$ cat config.mk
export PLATFORM = sky130hd
export DESIGN_NAME = acbias_irq
export DESIGN_NICKNAME = d
export VERILOG_FILES = /design/src/rtl/acbias_pkg.sv /design/src/rtl/acbias_line_div.sv /design/src/rtl/acbias_evt_cnt.sv /design/src/rtl/acbias_pin_mux.sv /design/src/rtl/acbias_irq.sv
export SDC_FILE = /design/constraint.sdc
export NUM_CORES = 1
export LEC_CHECK = 0
export ABC_AREA = 1
export BUFFER_PORTS_ARGS = -buffer_cell sky130_fd_sc_hd__buf_2
export CAP_MARGIN = 15
export CORE_ASPECT_RATIO = 1.5
export CORE_MARGIN = 2
export CORE_UTILIZATION = 54
export DETAILED_ROUTE_END_ITERATION = 10
export PLACE_DENSITY = 0.86
export SYNTH_ARGS = -nofsm -noshare
export SYNTH_HDL_FRONTEND = slang
export SYNTH_SLANG_ARGS = --single-unit
$ cat constraint.sdc
create_clock -name clk -period 1.69 [get_ports clk]
set_input_delay 0.0845 -clock clk [delete_from_list [all_inputs] [get_ports clk]]
set_output_delay 0.0845 -clock clk [all_outputs]
set_load 0.03 [all_outputs]
$ cat src/rtl/acbias_pkg.sv
package acbias_pkg;
    localparam int LINE_W = 8;
    localparam int XIT_W  = 4;

    typedef enum logic {
        MODE_PASSIVE = 1'b0,
        MODE_ACTIVE  = 1'b1
    } pin_mode_e;

    typedef struct packed {
        logic [LINE_W-1:0] remain;
        logic              tgl;
    } div_state_t;

    typedef struct packed {
        logic [XIT_W-1:0] remain;
        logic             done;
    } evt_state_t;

    function automatic logic cnt_last(input logic [XIT_W-1:0] v);
        return (v <= XIT_W'(1));
    endfunction
endpackage

$ cat src/rtl/acbias_line_div.sv
module acbias_line_div
    import acbias_pkg::*;
#(
    parameter int W = LINE_W
) (
    input  logic         clk,
    input  logic         rst,
    input  logic         en,
    input  logic         line_pulse,
    input  logic [W-1:0] reload_val,
    output logic         expire,
    output logic         tgl
);
    logic [W-1:0] remain_q;
    logic         tgl_q;

    assign expire = en && line_pulse && (remain_q == '0);
    assign tgl    = tgl_q;

    always_ff @(posedge clk) begin
        if (rst || !en) begin
            remain_q <= reload_val;
            tgl_q    <= 1'b0;
        end else if (line_pulse) begin
            if (remain_q == '0) begin
                remain_q <= reload_val;
                tgl_q    <= ~tgl_q;
            end else begin
                remain_q <= remain_q - W'(1);
            end
        end
    end
endmodule

$ cat src/rtl/acbias_evt_cnt.sv
module acbias_evt_cnt
    import acbias_pkg::*;
(
    input  logic             clk,
    input  logic             rst,
    input  logic             en,
    input  logic             flip,
    input  logic [XIT_W-1:0] cfg,
    input  logic             clr,
    output logic             stat
);
    evt_state_t st_q, st_d;

    always_comb begin
        st_d = st_q;
        if (clr) begin
            st_d.done   = 1'b0;
            st_d.remain = cfg;
        end else if (st_q.done || !en || cfg == '0) begin
            st_d.remain = cfg;
        end else if (flip) begin
            if (cnt_last(st_q.remain)) begin
                st_d.done   = 1'b1;
                st_d.remain = cfg;
            end else begin
                st_d.remain = st_q.remain - XIT_W'(1);
            end
        end
    end

    always_ff @(posedge clk) begin
        if (rst) begin
            st_q.remain <= cfg;
            st_q.done   <= 1'b0;
        end else begin
            st_q <= st_d;
        end
    end

    assign stat = st_q.done;
endmodule

$ cat src/rtl/acbias_pin_mux.sv
module acbias_pin_mux
    import acbias_pkg::*;
(
    input  logic      en,
    input  pin_mode_e mode,
    input  logic      tgl,
    input  logic      pix_valid,
    output logic      pin
);
    always_comb begin
        unique case (mode)
            MODE_ACTIVE:  pin = en && pix_valid;
            default:      pin = en && tgl;
        endcase
    end
endmodule

$ cat src/rtl/acbias_irq.sv
module acbias_irq
    import acbias_pkg::*;
(
    input  logic              clk,
    input  logic              rst,
    input  logic              ctl_en,
    input  logic              line_pulse,
    input  logic              active_mode,
    input  logic [LINE_W-1:0] line_div_cfg,
    input  logic [XIT_W-1:0]  xitions_cfg,
    input  logic              pix_valid,
    input  logic              stat_clr,
    output logic              bias_out,
    output logic              stat_flag,
    output logic              irq
);
    logic      flip;
    logic      int_tgl;
    pin_mode_e mode;

    assign mode = pin_mode_e'(active_mode);

    acbias_line_div #(.W(LINE_W)) u_div (
        .clk        (clk),
        .rst        (rst),
        .en         (ctl_en),
        .line_pulse (line_pulse),
        .reload_val (line_div_cfg),
        .expire     (flip),
        .tgl        (int_tgl)
    );

    acbias_evt_cnt u_evt (
        .clk  (clk),
        .rst  (rst),
        .en   (ctl_en),
        .flip (flip),
        .cfg  (xitions_cfg),
        .clr  (stat_clr),
        .stat (stat_flag)
    );

    acbias_pin_mux u_mux (
        .en        (ctl_en),
        .mode      (mode),
        .tgl       (int_tgl),
        .pix_valid (pix_valid),
        .pin       (bias_out)
    );

    assign irq = stat_flag;
endmodule

==> out/metrics.cfg, run 1 <==
[floorplan]
chipWidth_um = 40.7
die_area_um2 = 2410
start_util = 0.582
io_pins = 22
core_region_area_um2 = 1880
std_cell_rows = 19
die_height_um = 59.1

[placement]
routabilityCongestion = 0.872
dp_slack_ps = 98.7
io_buffer_count = 21
place_area_um2 = 1220
place.detailed.hpwl_um = 1750

[logic_synthesis]
synth.largest_area_cell = edfxtp_1
synth_warnings = 0
synth_area_um2 = 1090
synth-async-reset-ratio = 0
postSynthNetCount = 177
ys_top_cells_by_count = 42 x nand2_1, 28 x inv_1, 23 x nor2_1
yosysUniqueCellTypes = 23
avgSynthCellArea_um2 = 7.05
synth_most_common_cell = nand2_1
synthCells = 155
synth_top_area_frac = 0.330
synthTopCellsByArea = edfxtp_1 33%, nand2_1 14%, inv_1 9.6%
synthFlopType = edfxtp_1
synth_edf_count = 12
seq_area_frac_synth = 0.367
ys_seq_elements = 14

[critical_path]
critPathLaunch = u_div.remain_q[0]
worst_setup_path_start_kind = register
arrival_ps = 1630
path_class = register to register
reg2reg_slack_ps = 120
required_ps = 1740
regToRegStartpoint = u_div.remain_q[0]
cp_max_fo = 10
crit_path_end_kind = register

[sta]
hold_violations = 0
period_share = 0.931
finalSetupViolations = 0
fin_worst_skew_ps = 2.32
worst_slack_ps = 117
fin_crit_ps = 1570
max_clock_freq_ghz = 0.636
worst_pin_slew_ps = 252
finalSetupTns_ps = 0
maxSlewViolCount = 0
rsz0062_at_grt = no
slew_headroom = 0.832

[drt]
wl_um = 2100
viasPerCell = 4.95
drc_errors = 0
drt_pass1_iterations = 4
via_count = 990
ant_nets = 0
drt-initial-drc-count = 10
wl_per_cell_um = 10.5

[global_route]
grt_pass1_wl_um = 3420
overflow = 0
grt_usage = 0.212
grt_pass1_vias = 922
grt_max_degree = 11
grt_antenna_before_repair = 0

[hold_path]
worstHoldStart = stat_clr
hp-class = primary input to register

[power_and_ir_drop]
ir_worst_vdd_mv = 0.684
finalPower_uw = 866
p_leak_uw = 0.000640
powerDensity_nw_per_um2 = 696

[layout]
layout.nets = 202
diodes = 0
fin_area_um2 = 1240
area_growth_pct = 14.0
layout-drive-gt1-share = 0.268
fin_util = 0.663

[cts]
ctsRootBufferMaster = clkbuf_4
htree_num_levels = 1
clock_latency_ps = 290
cts_buffers = 3
clkTransAtPathRegs_ps = 90
clock_path_buffers = 2
numClockSinks = 14
cts_tree = yes

[run_status]
status = finished clean

[job]
maxCapViolations = 0

==> flip-flops by register name, indices dropped and copies added (netlist names) <==
register and cells:
u_div.remain_q 8, u_evt.stat 1, u_div.tgl 1, u_evt.st_q 4
==> report_power, final <==
part | internal (uW) | switching (uW) | leakage (uW)
registers | 413 | 21.9 | 0.000141
clock network | 86.0 | 119 | 0.0000154
logic | 86.2 | 140 | 0.000484
==> stage by stage <==
step / hold WS (ps) / cells
floorplan: 233 / 155
global placement: 347 / 196
detailed placement: 362 / 196
CTS: 43.4 / 200
global route: 60.6 / 200
finish: 55.9 / 200
==> final cells by class <==
class                      instances  area (um2)
clock buffer                       3        22.5
clock inverter                     1        3.75
fill                             181         633
inverter                          32         128
multi-input combinational        108         559
sequential                        14         400
tap                               21        26.3
timing repair buffer              21         105
==> kinds of logic after synthesis <==
| kind of cell | count (synthesis) | synth area share |
|---|---|---|
| AO/OA/AOI/OAI | 11 | 0.0573 |
| XOR/XNOR | 1 | 0.00802 |
| buffers and inverters | 33 | 0.124 |
| adder cells (fa/ha/maj) | 3 | 0.0344 |
| flip-flops | 14 | 0.367 |
| AND/OR/NAND/NOR | 93 | 0.410 |
==> worst max-delay path, cell delays in order, from the launching register on <==
cell and delay, ps:
edfxtp_1 410, inv_1 110, ha_2 240, nand3_2 100, nor2_4 200, nor2_8 80
o21ai_1 140, inv_1 60
==> path summary, 6_finish.rpt <==
check / depth (start not counted) / endpoint
hold / removal: 4 / u_evt.stat
setup reg to reg: 7 / u_div.remain_q[3]
setup / recovery: 7 / u_div.remain_q[3]
hold reg to reg: 2 / u_div.tgl
==> repair_timing <==
| action | in CTS | in global routing |
|---|---|---|
| buffers inserted | 0 | 0 |
| endpoints found under the hold margin | 0 | 0 |
| gates resized for setup | 0 | 1 |
| hold buffers | 0 | 0 |
| endpoints found under the setup margin | 0 | 2 |
==> placed cells by master, fill, tap and decap left out <==
cell type	synthesis	layout
clkinv_1	0	1
o21ai_2	2	2
nor2_4	3	3
buf_2	0	21
xnor2_1	1	1
ha_1	3	2
inv_2	3	3
nand3_2	3	3
nor2_8	1	1
ha_2	0	1
nand4_1	2	2
inv_1	28	28
edfxtp_1	12	12
clkbuf_4	0	3
or2_2	1	1
dfxtp_1	2	2
inv_8	1	1
nand2_2	1	1
o21ai_1	3	3
nor2_1	23	23
o21ai_0	4	4
a21oi_1	2	2
nor2_2	8	8
nand2_1	42	42
nand3_1	8	8
nor3_1	1	1
==> metal layers <==
metal / up-vias / track usage / share of wire
li1: 524 / - / -
met1: 438 / 0.189 / 0.35
met2: 20 / 0.392 / 0.59
met3: 8 / 0.0338 / 0.029
met4: 0 / 0.138 / 0.030
met5: - / 0 / 0
No activity file was read; power rests on OpenSTA's default activity.
==> inputs of run 2 (changes only) <==
==> constraint.sdc (replaced) <==
create_clock -name clk -period 1.45 [get_ports clk]
set_input_delay 0.0725 -clock clk [delete_from_list [all_inputs] [get_ports clk]]
set_output_delay 0.0725 -clock clk [all_outputs]
set_load 0.03 [all_outputs]
==> run 2 against run 1 <==
The run now ends with negative setup slack left. Die area is the same. Clock-buffer cell count stayed put. Combinational power is 66% higher. Core utilization increased by 9.9 points. Register-to-register slack worse by 140 ps. Fmax grew 6.8%. Cell count increased by 6.0%. Sequential power is 17% higher. Hold slack hardly changed. Clock skew is 1.4 ps lower. Via count rose by 7.2%. Critical path type unchanged. Largest cell class unchanged. Largest power group unchanged. Highest routed layer unchanged.
==> out/metrics.cfg, run 2 (synthesis gave the netlist of run 1 again) <==
[layout]
diodes = 0
final_common_cell = nand2_1
largestRegisters = u_div.remain_q (8), u_evt.st_q (4)
largest_reg_flops = 8
layout.nets = 214
fillCellCount = 146
regMostFlops = u_div.remain_q
layout_common_cells = 40 x nand2_1, 23 x inv_1, 21 x buf_2
layout-drive-gt1-share = 0.393
area_growth_pct = 30.9

[power_and_ir_drop]
powerDensity_nw_per_um2 = 782
p_leak_uw = 0.000702
power_frac_seq = 0.457
power_frac_comb = 0.335
power.share.clock = 0.207
ir_worst_vdd_mv = 0.639
swShare = 0.336
p_int_uw = 743
p_sw_uw = 375

[drt]
drt_pass1_iterations = 4
viasPerCell = 5.00
via_count = 1061
ant_nets = 0
wl_per_cell_um = 12.0
drt-initial-drc-count = 21
drc_errors = 0
wl_um = 2530

[cts]
numClockSinks = 14
clkTransAtPathRegs_ps = 90
ctsRootBufferMaster = clkbuf_4
clock_path_buffers = 2
clock_latency_ps = 280
cts_buffers = 3
ctsHoldBuffers = 0
htree_num_levels = 1
cts_tree = yes

[sta]
period_share = 1.02
hold_violations = 0
slew_headroom = 0.843
worst_slack_ps = -22.1
maxSlewViolCount = 0
finalSetupViolations = 4
fin_crit_ps = 1470
finalSetupTns_ps = -27.8
fin_worst_skew_ps = 0.946
worst_pin_slew_ps = 235
holdWs_ps = 56.0
max_clock_freq_ghz = 0.679
rsz0062_at_grt = yes

[floorplan]
die_height_um = 59.1
core_region_area_um2 = 1880
start_util = 0.582
std_cell_rows = 19
die_area_um2 = 2410
io_pins = 22
chipWidth_um = 40.7

[job]
maxCapViolations = 0

[critical_path]
worst_setup_path_start_kind = register
crit_path_end_kind = register
required_ps = 1500
path_class = register to register
arrival_ps = 1520
cp_max_fo = 3

[global_route]
grt_antenna_before_repair = 0
grt_max_degree = 11
overflow = 0
grt_pass1_wl_um = 3620
grt_pass1_vias = 927
grt_usage = 0.219

[run_status]
failed_checks = negative setup slack
status = finished with violations

[placement]
place.detailed.hpwl_um = 1680
io_buffer_count = 21
routabilityCongestion = 0.889

[hold_path]
hp-class = primary input to register

[run 2: cell types whose count changed in the layout (fill, tap and decap cells not counted), moves of 3 or more]
cell / delta
inv_2: +5
inv_1: -5
nor2_4: +4
nor2_1: -3
buf_4: +12
ha_4: +3
[run 2: layer usage]
metal,routed length (um),share of wire,vias up,GRT usage
met5,0,0,-,0
met4,43,0.017,0,0.119
met3,87,0.034,6,0.0376
met2,1480,0.58,33,0.379
met1,921,0.36,475,0.235
li1,-,-,547,-
[run 2: power groups by stage]
stage	clock network (uW)	registers (uW)	logic (uW)
after floorplan	0	509	197
after global placement	0	512	271
after detailed placement	0	515	277
after CTS	242	505	299
after global routing	262	514	417
final	232	511	375
[run 2: stage by stage]
stage                     setup WS, ps  power [uW]  instances   util  area (um2)
after floorplan                   13.8         705        155      -        1090
after global placement            5.31         783        201  0.669        1260
after detailed placement         -51.0         793        201  0.669        1260
after CTS                         4.33        1050        207  0.699        1310
after global routing              -127        1190        212  0.761        1430
final                            -22.1        1120        212  0.761        1430
[run 2: final timing paths]
kind	from	endpoint	slack, ps	cells after the start
worst min register to register	u_div.tgl	u_div.tgl	520	2
worst min-delay path	stat_clr	u_evt.stat	60	4
worst max register to register	u_evt.st_q[1]	u_evt.st_q[4]	-20	10
worst max-delay path	u_evt.st_q[1]	u_evt.st_q[4]	-20	10
[run 2: final cells by class]
type                       instances  area (um2)  share of cell area
timing repair buffer              33         195               0.136
multi-input combinational        108         654               0.458
sequential                        14         400               0.280
inverter                          32         128              0.0892
tap                               21        26.3              0.0184
clock buffer                       3        22.5              0.0157
clock inverter                     1        3.75             0.00262
[run 2: timing repair]
action,CTS,global route
cloned,0,0
gates resized for setup,3,21
pin swaps,1,11
endpoints found under the setup margin,16,18
setup buffers,2,5
[run 2: critical path, stage by stage, from the launching register on]
cell	delay, ps
edfxtp_1	440
inv_2	80
ha_4	180
nor2_4	130
nand2_2	50
nand2_1	70
nand2_1	60
inv_1	60
nand2_1	60
nand2_2	60
nor2_1	30
==> inputs of run 3 (changes only) <==
--- a/config.mk
+++ b/config.mk
@@ -12,7 +12,7 @@
 export CORE_MARGIN = 2
 export CORE_UTILIZATION = 54
 export DETAILED_ROUTE_END_ITERATION = 10
-export PLACE_DENSITY = 0.86
+export PLACE_DENSITY = 0.79
 export SYNTH_ARGS = -nofsm -noshare
 export SYNTH_HDL_FRONTEND = slang
 export SYNTH_SLANG_ARGS = --single-unit
==> run 3 against run 2 <==
The flow still finishes with violations (negative setup slack). Global-route usage is 1.9 points higher. Non-clock buffer count is 3 lower. Combinational power is 5.3% lower. Clock-buffer cell count is 1 higher. First-iteration DRC count is 19% lower. Die area stayed put. Sequential cell count stayed put.
==> out/metrics.cfg, run 3 (synthesis gave the netlist of run 1 again) <==
[floorplan]
die_area_um2 = 2410
io_pins = 22
die_height_um = 59.1
chipWidth_um = 40.7
std_cell_rows = 19
start_util = 0.582
core_region_area_um2 = 1880

[placement]
dpl.cell_count = 202
io_buffer_count = 21
routabilityCongestion = 0.849
dp_slack_ps = -76.0
place.detailed.hpwl_um = 1800

[critical_path]
cp_max_fo = 3
reg2reg_slack_ps = -40
required_ps = 1510
crit_path_cell_trace = inv_2, ha_4, nor2_4, nor2_4, nor3_2, nand2_1, nand2_1, nor2_1
arrival_ps = 1540
worst_setup_path_start_kind = register
critical_path_buf_inv_count = 1
crit_path_end_kind = register
path_class = register to register
path_delay_family = simple AND/OR/NAND/NOR gates
crit_path_max_incr_delay_ps = 420
slowest_stage = edfxtp_1

[sta]
worst_slack_ps = -36.5
fin_crit_ps = 1490
rsz0062_at_grt = yes
slew_headroom = 0.834
max_clock_freq_ghz = 0.673
finalSetupViolations = 7
fin_worst_skew_ps = 5.24
holdWs_ps = 44.5
worst_pin_slew_ps = 249
period_share = 1.03
maxSlewViolCount = 0
hold_violations = 0

[cts]
cts_tree = yes
htree_num_levels = 1
cts_buffers = 3
clock_latency_ps = 290
clkTransAtPathRegs_ps = 90
clock_path_buffers = 2
ctsHoldBuffers = 0
numClockSinks = 14
ctsRootBufferMaster = clkbuf_4

[layout]
fin_util = 0.754
largestRegisters = u_div.remain_q (8), u_evt.st_q (4)
layout_common_cells = 41 x nand2_1, 23 x inv_1, 21 x buf_2
regMostFlops = u_div.remain_q
largest_reg_flops = 8
instances_no_fill = 210
diodes = 0
area_growth_pct = 29.7
layout.nets = 212
final_common_cell = nand2_1
layout-drive-gt1-share = 0.392
fillCellCount = 153

[drt]
ant_nets = 0
drc_errors = 0
wl_um = 2520
via_count = 1060
wl_per_cell_um = 12.0
drt-initial-drc-count = 17
drt_pass1_iterations = 4
viasPerCell = 5.05

[power_and_ir_drop]
finalPower_uw = 1120
ir_worst_vdd_mv = 0.654
powerDensity_nw_per_um2 = 789
p_leak_uw = 0.000700

[global_route]
grt_usage = 0.238
gr-usage-met3 = 0.0226
use_met1 = 0.228
grt_pass1_vias = 1060
top_usage_layer = met2
grt_max_degree = 11
grt_pass1_wl_um = 3980
grt_antenna_before_repair = 0
overflow = 0
use_met2 = 0.469

[hold_path]
hp-class = primary input to register

[run_status]
status = finished with violations
failed_checks = negative setup slack

[job]
maxCapViolations = 0

==> run 3: cell count changes in the layout (fill, tap and decap cells not counted), sizes merged <==
cell    change
clkbuf      +1
clkinv      -1
buf         -3
nor2        +1
==> run 3: final cells by class <==
cell class / instances / area, um2 / share of cell area
Clock buffer: 4 / 26.3 / 0.0186
Inverter: 32 / 128 / 0.0901
Multi-Input combinational cell: 109 / 659 / 0.466
Sequential cell: 14 / 400 / 0.283
Tap cell: 21 / 26.3 / 0.0186
Timing Repair Buffer: 30 / 176 / 0.125
==> run 3: path summary, 6_finish.rpt <==
kind,startpoint,to,cells past startpoint
max,u_evt.st_q[1],u_evt.st_q[3],8
min,line_div_cfg[7],u_div.remain_q[7],3
max reg2reg,u_evt.st_q[1],u_evt.st_q[3],8
min reg2reg,u_div.tgl,u_div.tgl,2
==> run 3: timing repair <==
item                       in CTS  in global routing
pin swaps                       4                  5
cloned                          0                  1
buffers inserted                3                  1
setup endpoints to repair       9                 14
gates resized for setup         6                 19
==> run 3: metrics by stage <==
stage	TNS, ps	area (um2)
6_report	-103	1420
5_1_grt	-1050	1420
4_1_cts	-2.15	1330
3_5_place_dp	-210	1260
3_3_place_gp	-14.1	1260
2_1_floorplan	0	1090
==> run 3: worst min-delay path: cells and delay by family <==
family	cells	cell delay (ps)
buffers and inverters	1	80
and+or+nand+nor	2	90
==> run 3: power by group <==
| part | internal, uW | leakage [uW] | switching [uW] | total [uW] |
|---|---|---|---|---|
| Combinational | 149 | 0.000544 | 205 | 355 |
| Sequential | 481 | 0.000141 | 29.2 | 510 |
| Clock | 107 | 0.0000150 | 145 | 252 |
==> run 3: layer usage <==
metal	part of all wire	vias to the layer above	wire, um
met3	0.017	7	43
met5	0	-	0
met4	0.023	0	59
met1	0.35	492	876
met2	0.61	17	1540
li1	-	544	-
